<file path="config.mk">
export PLATFORM = sky130hd
export DESIGN_NAME = rst_strap_ctrl
export DESIGN_NICKNAME = d
export VERILOG_FILES = /design/src/rtl/rsc_pkg.sv /design/src/rtl/rsc_kind_enc.sv /design/src/rtl/rsc_rst_sync.sv /design/src/rtl/rsc_boot_seq.sv /design/src/rtl/rsc_strap.sv /design/src/rtl/rst_strap_ctrl.sv
export SDC_FILE = /design/constraint.sdc
export NUM_CORES = 1
export LEC_CHECK = 0
export BUFFER_PORTS_ARGS = -buffer_cell sky130_fd_sc_hd__buf_2
export CAP_MARGIN = 20
export CORE_MARGIN = 2
export CORE_UTILIZATION = 30
export CTS_BUF_LIST = sky130_fd_sc_hd__clkbuf_8
export CTS_CLUSTER_SIZE = 12
export DETAILED_ROUTE_END_ITERATION = 6
export HOLD_SLACK_MARGIN = 0.03
export PLACE_DENSITY_LB_ADDON = 0.08
export SLEW_MARGIN = 20
export SYNTH_ARGS = -nofsm -noshare
export SYNTH_HDL_FRONTEND = slang
export SYNTH_HIERARCHICAL = 1
export SYNTH_SLANG_ARGS = --single-unit
</file>
<file path="constraint.sdc">
create_clock -name clk -period 1.8 [get_ports clk]
set_input_delay 0.36 -clock clk [delete_from_list [all_inputs] [get_ports clk]]
set_output_delay 0.36 -clock clk [all_outputs]
set_load 0.01 [all_outputs]
</file>
<file path="src/rtl/rsc_pkg.sv">
package rsc_pkg;

   localparam int DOM_CORE   = 0;
   localparam int DOM_PERIPH = 1;
   localparam int DOM_MMR    = 2;
   localparam int DOM_DBG    = 3;
   localparam int DOM_ISO    = 4;
   localparam int NUM_DOM    = 5;

   typedef logic [NUM_DOM-1:0] dom_vec_t;

   // ordered from narrowest to broadest
   typedef enum logic [2:0] {
      KIND_NONE     = 3'd0,
      KIND_LOCAL    = 3'd1,
      KIND_CFG_SOFT = 3'd2,
      KIND_CFG_HARD = 3'd3,
      KIND_FULL     = 3'd4,
      KIND_POR      = 3'd5
   } rst_kind_e;

   function automatic dom_vec_t kind_mask(rst_kind_e k);
      dom_vec_t m;
      m = '0;
      case (k)
         KIND_LOCAL:    m[DOM_CORE] = 1'b1;
         KIND_CFG_SOFT: begin
            m[DOM_CORE]   = 1'b1;
            m[DOM_PERIPH] = 1'b1;
         end
         KIND_CFG_HARD: begin
            m[DOM_CORE]   = 1'b1;
            m[DOM_PERIPH] = 1'b1;
            m[DOM_MMR]    = 1'b1;
         end
         KIND_FULL, KIND_POR: m = '1;
         default: m = '0;
      endcase
      return m;
   endfunction

   function automatic logic kind_boots(rst_kind_e k);
      return (k == KIND_CFG_SOFT) || (k == KIND_CFG_HARD) ||
             (k == KIND_FULL) || (k == KIND_POR);
   endfunction

   function automatic logic kind_latches(rst_kind_e k);
      return (k == KIND_FULL) || (k == KIND_POR);
   endfunction

endpackage

</file>
<file path="src/rtl/rsc_kind_enc.sv">
module rsc_kind_enc
   import rsc_pkg::*;
(
   input  logic      req_por,
   input  logic      req_full,
   input  logic      req_cfg,
   input  logic      cfg_soft,
   input  logic      req_local,
   output rst_kind_e kind,
   output dom_vec_t  dom_req,
   output logic      boot_req
);

   always_comb begin
      if (req_por)        kind = KIND_POR;
      else if (req_full)  kind = KIND_FULL;
      else if (req_cfg)   kind = cfg_soft ? KIND_CFG_SOFT : KIND_CFG_HARD;
      else if (req_local) kind = KIND_LOCAL;
      else                kind = KIND_NONE;
   end

   assign dom_req  = kind_mask(kind);
   assign boot_req = kind_boots(kind);

endmodule

</file>
<file path="src/rtl/rsc_rst_sync.sv">
module rsc_rst_sync #(
   parameter int STAGES = 2
) (
   input  logic clk,
   input  logic clr,
   output logic rst_n_o
);

   logic [STAGES-1:0] chain;

   always_ff @(posedge clk or posedge clr) begin
      if (clr) chain <= '0;
      else     chain <= {chain[STAGES-2:0], 1'b1};
   end

   assign rst_n_o = chain[STAGES-1];

endmodule

</file>
<file path="src/rtl/rsc_boot_seq.sv">
module rsc_boot_seq (
   input  logic clk,
   input  logic boot_req,
   input  logic core_req,
   input  logic core_rst_n,
   output logic boot_start
);

   logic pending;

   // remembers that a boot-starting kind took part in the reset
   always_ff @(posedge clk or posedge boot_req) begin
      if (boot_req)                    pending <= 1'b1;
      else if (pending && core_rst_n)  pending <= 1'b0;
   end

   always_ff @(posedge clk or posedge core_req) begin
      if (core_req) boot_start <= 1'b0;
      else          boot_start <= pending && core_rst_n;
   end

endmodule

</file>
<file path="src/rtl/rsc_strap.sv">
module rsc_strap #(
   parameter int STRAP_W = 13,
   parameter int DEV_W   = 3,
   parameter int CFG_W   = 7,
   parameter int XTRA_W  = 3,
   parameter int EXT_A   = 5,
   parameter int EXT_B   = 6
) (
   input  logic                 clk,
   input  logic                 cap_n,
   input  logic [STRAP_W-1:0]   pins,
   output logic [STRAP_W-1:0]   word,
   output logic [DEV_W-1:0]     dev,
   output logic [(1<<DEV_W)-1:0] dev_oh,
   output logic [CFG_W-1:0]     cfg,
   output logic [XTRA_W-1:0]    pll,
   output logic [XTRA_W-1:0]    ext,
   output logic                 bypass
);

   localparam int CFG_LO  = DEV_W;
   localparam int XTRA_LO = DEV_W + CFG_W;
   localparam int NDEV    = 1 << DEV_W;

   logic [XTRA_W-1:0] upper;

   // loads every cycle while the capture window is held, freezes on release
   always_ff @(posedge clk) begin
      if (!cap_n) word <= pins;
   end

   assign dev   = word[DEV_W-1:0];
   assign cfg   = word[CFG_LO +: CFG_W];
   assign upper = word[XTRA_LO +: XTRA_W];

   for (genvar i = 0; i < NDEV; i++) begin : g_oh
      assign dev_oh[i] = (dev == DEV_W'(i));
   end

   assign bypass = (dev == DEV_W'(EXT_A)) || (dev == DEV_W'(EXT_B));
   assign pll    = bypass ? '0 : upper;
   assign ext    = bypass ? upper : '0;

endmodule

</file>
<file path="src/rtl/rst_strap_ctrl.sv">
module rst_strap_ctrl
   import rsc_pkg::*;
#(
   parameter int STRAP_W     = 13,
   parameter int DEV_W       = 3,
   parameter int CFG_W       = 7,
   parameter int XTRA_W      = 3,
   parameter int SYNC_STAGES = 2,
   parameter int EXT_A       = 5,
   parameter int EXT_B       = 6
) (
   input  logic                    clk,
   input  logic                    req_por,
   input  logic                    req_full,
   input  logic                    req_cfg,
   input  logic                    cfg_soft,
   input  logic                    req_local,
   input  logic [STRAP_W-1:0]      strap_pins,
   output logic                    rst_core_n,
   output logic                    rst_periph_n,
   output logic                    rst_mmr_n,
   output logic                    rst_dbg_n,
   output logic                    rst_iso_n,
   output logic                    boot_start,
   output logic [STRAP_W-1:0]      strap_word,
   output logic [DEV_W-1:0]        boot_dev,
   output logic [(1<<DEV_W)-1:0]   boot_dev_oh,
   output logic [CFG_W-1:0]        dev_cfg,
   output logic [XTRA_W-1:0]       pll_sel,
   output logic [XTRA_W-1:0]       ext_cfg,
   output logic                    pll_bypass
);

   if (STRAP_W != DEV_W + CFG_W + XTRA_W) begin : g_err_width
      $error("strap fields do not add up to STRAP_W");
   end
   if (SYNC_STAGES < 2) begin : g_err_sync
      $error("SYNC_STAGES must be at least 2");
   end
   if (EXT_A >= (1 << DEV_W) || EXT_B >= (1 << DEV_W)) begin : g_err_code
      $error("extended-config device codes exceed DEV_W");
   end

   rst_kind_e kind;
   dom_vec_t  dom_req;
   dom_vec_t  dom_rst_n;
   logic      boot_req;

   rsc_kind_enc u_enc (
      .req_por   (req_por),
      .req_full  (req_full),
      .req_cfg   (req_cfg),
      .cfg_soft  (cfg_soft),
      .req_local (req_local),
      .kind      (kind),
      .dom_req   (dom_req),
      .boot_req  (boot_req)
   );

   for (genvar d = 0; d < NUM_DOM; d++) begin : g_dom
      rsc_rst_sync #(.STAGES(SYNC_STAGES)) u_sync (
         .clk     (clk),
         .clr     (dom_req[d]),
         .rst_n_o (dom_rst_n[d])
      );
   end

   assign rst_core_n   = dom_rst_n[DOM_CORE];
   assign rst_periph_n = dom_rst_n[DOM_PERIPH];
   assign rst_mmr_n    = dom_rst_n[DOM_MMR];
   assign rst_dbg_n    = dom_rst_n[DOM_DBG];
   assign rst_iso_n    = dom_rst_n[DOM_ISO];

   rsc_boot_seq u_boot (
      .clk        (clk),
      .boot_req   (boot_req),
      .core_req   (dom_req[DOM_CORE]),
      .core_rst_n (dom_rst_n[DOM_CORE]),
      .boot_start (boot_start)
   );

   // the isolated domain is cleared exactly by the strap-latching kinds
   rsc_strap #(
      .STRAP_W (STRAP_W), .DEV_W (DEV_W), .CFG_W (CFG_W),
      .XTRA_W  (XTRA_W),  .EXT_A (EXT_A), .EXT_B (EXT_B)
   ) u_strap (
      .clk    (clk),
      .cap_n  (dom_rst_n[DOM_ISO]),
      .pins   (strap_pins),
      .word   (strap_word),
      .dev    (boot_dev),
      .dev_oh (boot_dev_oh),
      .cfg    (dev_cfg),
      .pll    (pll_sel),
      .ext    (ext_cfg),
      .bypass (pll_bypass)
   );

endmodule

</file>
==> impl_results.md <==
- Clock transition at path regs: 0.08 ns
- Least-Margin Pin Slew: 0.504 ns
- Ports: 63
- Syn nets: 98
- WP data arrival: 1.38 ns
- Fillers: 338
- CTS Buffer Depth: 2
- Iteration-0 DRC Markers: 29
- Cell Count, Final, Fillers Out: 181
- Critical path peak fanout: 7
- Placer Congestion: 0.626
- Layout cells sized above 1: 57.8%
- Fin. Hold Viols: 0
- Initial Utilization: 31.2%
- Drt pass-1 iters: 3
- Die Y: 62.9 um
- NumNets Final: 155
- Worst path buffer plus inverter count: 1
- Antenna Violating Nets Remaining: 0
- Total CTS buffers: 3
- Slew Viols, Final: 0
- Critical path, cell by cell: xor2_4, and2_2, buf_2
- RSZ-0062 raised after global routing: true
- Pwr Density: 803 nW/um^2
- Final period utilization: 96.4%
- CTS sink count: 25
- Clock skew: 0.00237 ns
- Kind of start point of the critical path: flip-flop
- Largest net degree at the start of global routing: 18
- GRT Util Overall: 9.82%
- Die ar.: 3960 sq um
- Core area: 3340 sq um
- Status: finished clean
- Rows: 21
- Post-placement cell count: 173
- Global route overflow: 0
- Initial antenna violation count: 0
- Worst vdd ir: 0.361 mV
- CP max stage cell: edfxtp_1
- Cells after Synth: 79
- Design Area, Final: 1390 sq um
- First-pass GRT wire length: 2.98 mm
- Pleak: 0.757 nW
- Delay-heaviest family, CP: flip-flops
- Port Buffer Count: 62
- Crit path time final: 1.74 ns
- H-tree lvl count: 1
- Synth-to-layout area growth: 33.1%
- Mean cell area of the mapped netlist: 13.2 sq um
- Synthesized area: 1040 sq um
- Via Count: 693
- Total wire length: 1.85 mm
- Hold Path Class: input pin to async pin
- DR DRC count: 0
- Crit-path max cell delay: 0.54 ns
- Finish-stage setup viols: 0
- Critical path class: flip-flop to primary output
- Rel. slew slack: 66.4%
- CTS tree: built
- Fin util: 41.5%
- N_diodes: 0
- Worst EP required: 1.44 ns
- Via density per instance: 3.83
- Root Buffer: clkbuf_8
- Post-DP Area: 1300 sq um
- WL/cell: 10.2 um
- Max Clk Rate: 576 MHz
- Yosys warning count: 6
- Max Cap Viol: 0
- DP HPWL: 1.43 mm
- Worst skew pair latency: 0.26 ns
- Die width: 62.9 um
- Vias in the first global route: 676
- Setup crit end kind: primary output
[state kept, by name (all words and copies together) (netlist names)]
register,flops
u_boot/pending,1
u_boot/boot_start,1
u_strap/word,13
g_dom.u_sync/chain,10
[per-layer routing]
metal	up-vias	global-route usage [%]	wire, um	share of wire, %
li1	340	-	-	-
met1	314	10.7	706	38
met2	35	16.8	940	51
met3	4	2.88	168	9.1
met4	0	5.83	34	1.8
met5	-	0	0	0
[per-stage QoR]
step	total power [mW]	hold slack [ns]	TNS [ns]	setup WS, ns
CTS	1.13	0.0773	0	0.0140
floorplan	0.748	0.163	0	0.329
global placement	0.798	0.251	0	0.318
detailed placement	0.801	0.252	0	0.279
global route	1.17	0.100	-0.0136	-0.00595
finish	1.11	0.0774	0	0.0645
[power by group]
| group | switching (mW) | internal (mW) |
|---|---|---|
| sequential | 0.0184 | 0.633 |
| clock | 0.166 | 0.152 |
| combinational | 0.0744 | 0.0679 |
[worst paths after layout]
kind / startpoint / end / slack, ns / cells past startpoint
max in group asynchronous: cfg_soft / g_dom[2].u_sync/chain[0] / 1.19 / 4
setup reg to reg: g_dom[4].u_sync/chain[1] / u_strap/word[12] / 0.68 / 1
min in group clk: strap_pins[2] / u_strap/word[2] / 0.27 / 1
hold reg to reg: g_dom[3].u_sync/chain[0] / g_dom[3].u_sync/chain[1] / 0.36 / 0
hold / removal: req_cfg / u_boot/boot_start / 0.08 / 4
setup / recovery: u_strap/word[0] / pll_bypass / 0.06 / 3
[what timing repair did]
action                                  CTS  global route
pin swaps                                 0             0
hold buffers                              1             0
gates resized for setup                   0             2
endpoints found under the setup margin    7             8
setup buffers                             1             2
endpoints found under the hold margin     2             0
[layout make-up]
cell class / count / area [sq um] / share of cell area [%]
clock inverters: 1 / 3.75 / 0.271
multi-input cells: 30 / 210 / 15.2
repair buffers: 66 / 343 / 24.8
inverters: 10 / 37.5 / 2.71
well taps: 46 / 57.6 / 4.16
clock buffers: 3 / 41.3 / 2.98
flip-flops and latches: 25 / 692 / 50.0
[placed cells by master (no fill, tap or decap), drive strengths merged]
master        n
xor2          1
nor3          1
and3          4
conb          5
nor2          3
nor3b         3
dfrtp        11
nand2         4
and2          2
edfxtp       13
and2b         1
inv          11
and3b         2
a21boi        3
dlygate4sd3   1
o21ai         1
clkbuf        3
buf          65
dfstp         1
Note: power is estimated with default switching activity, not from simulation.
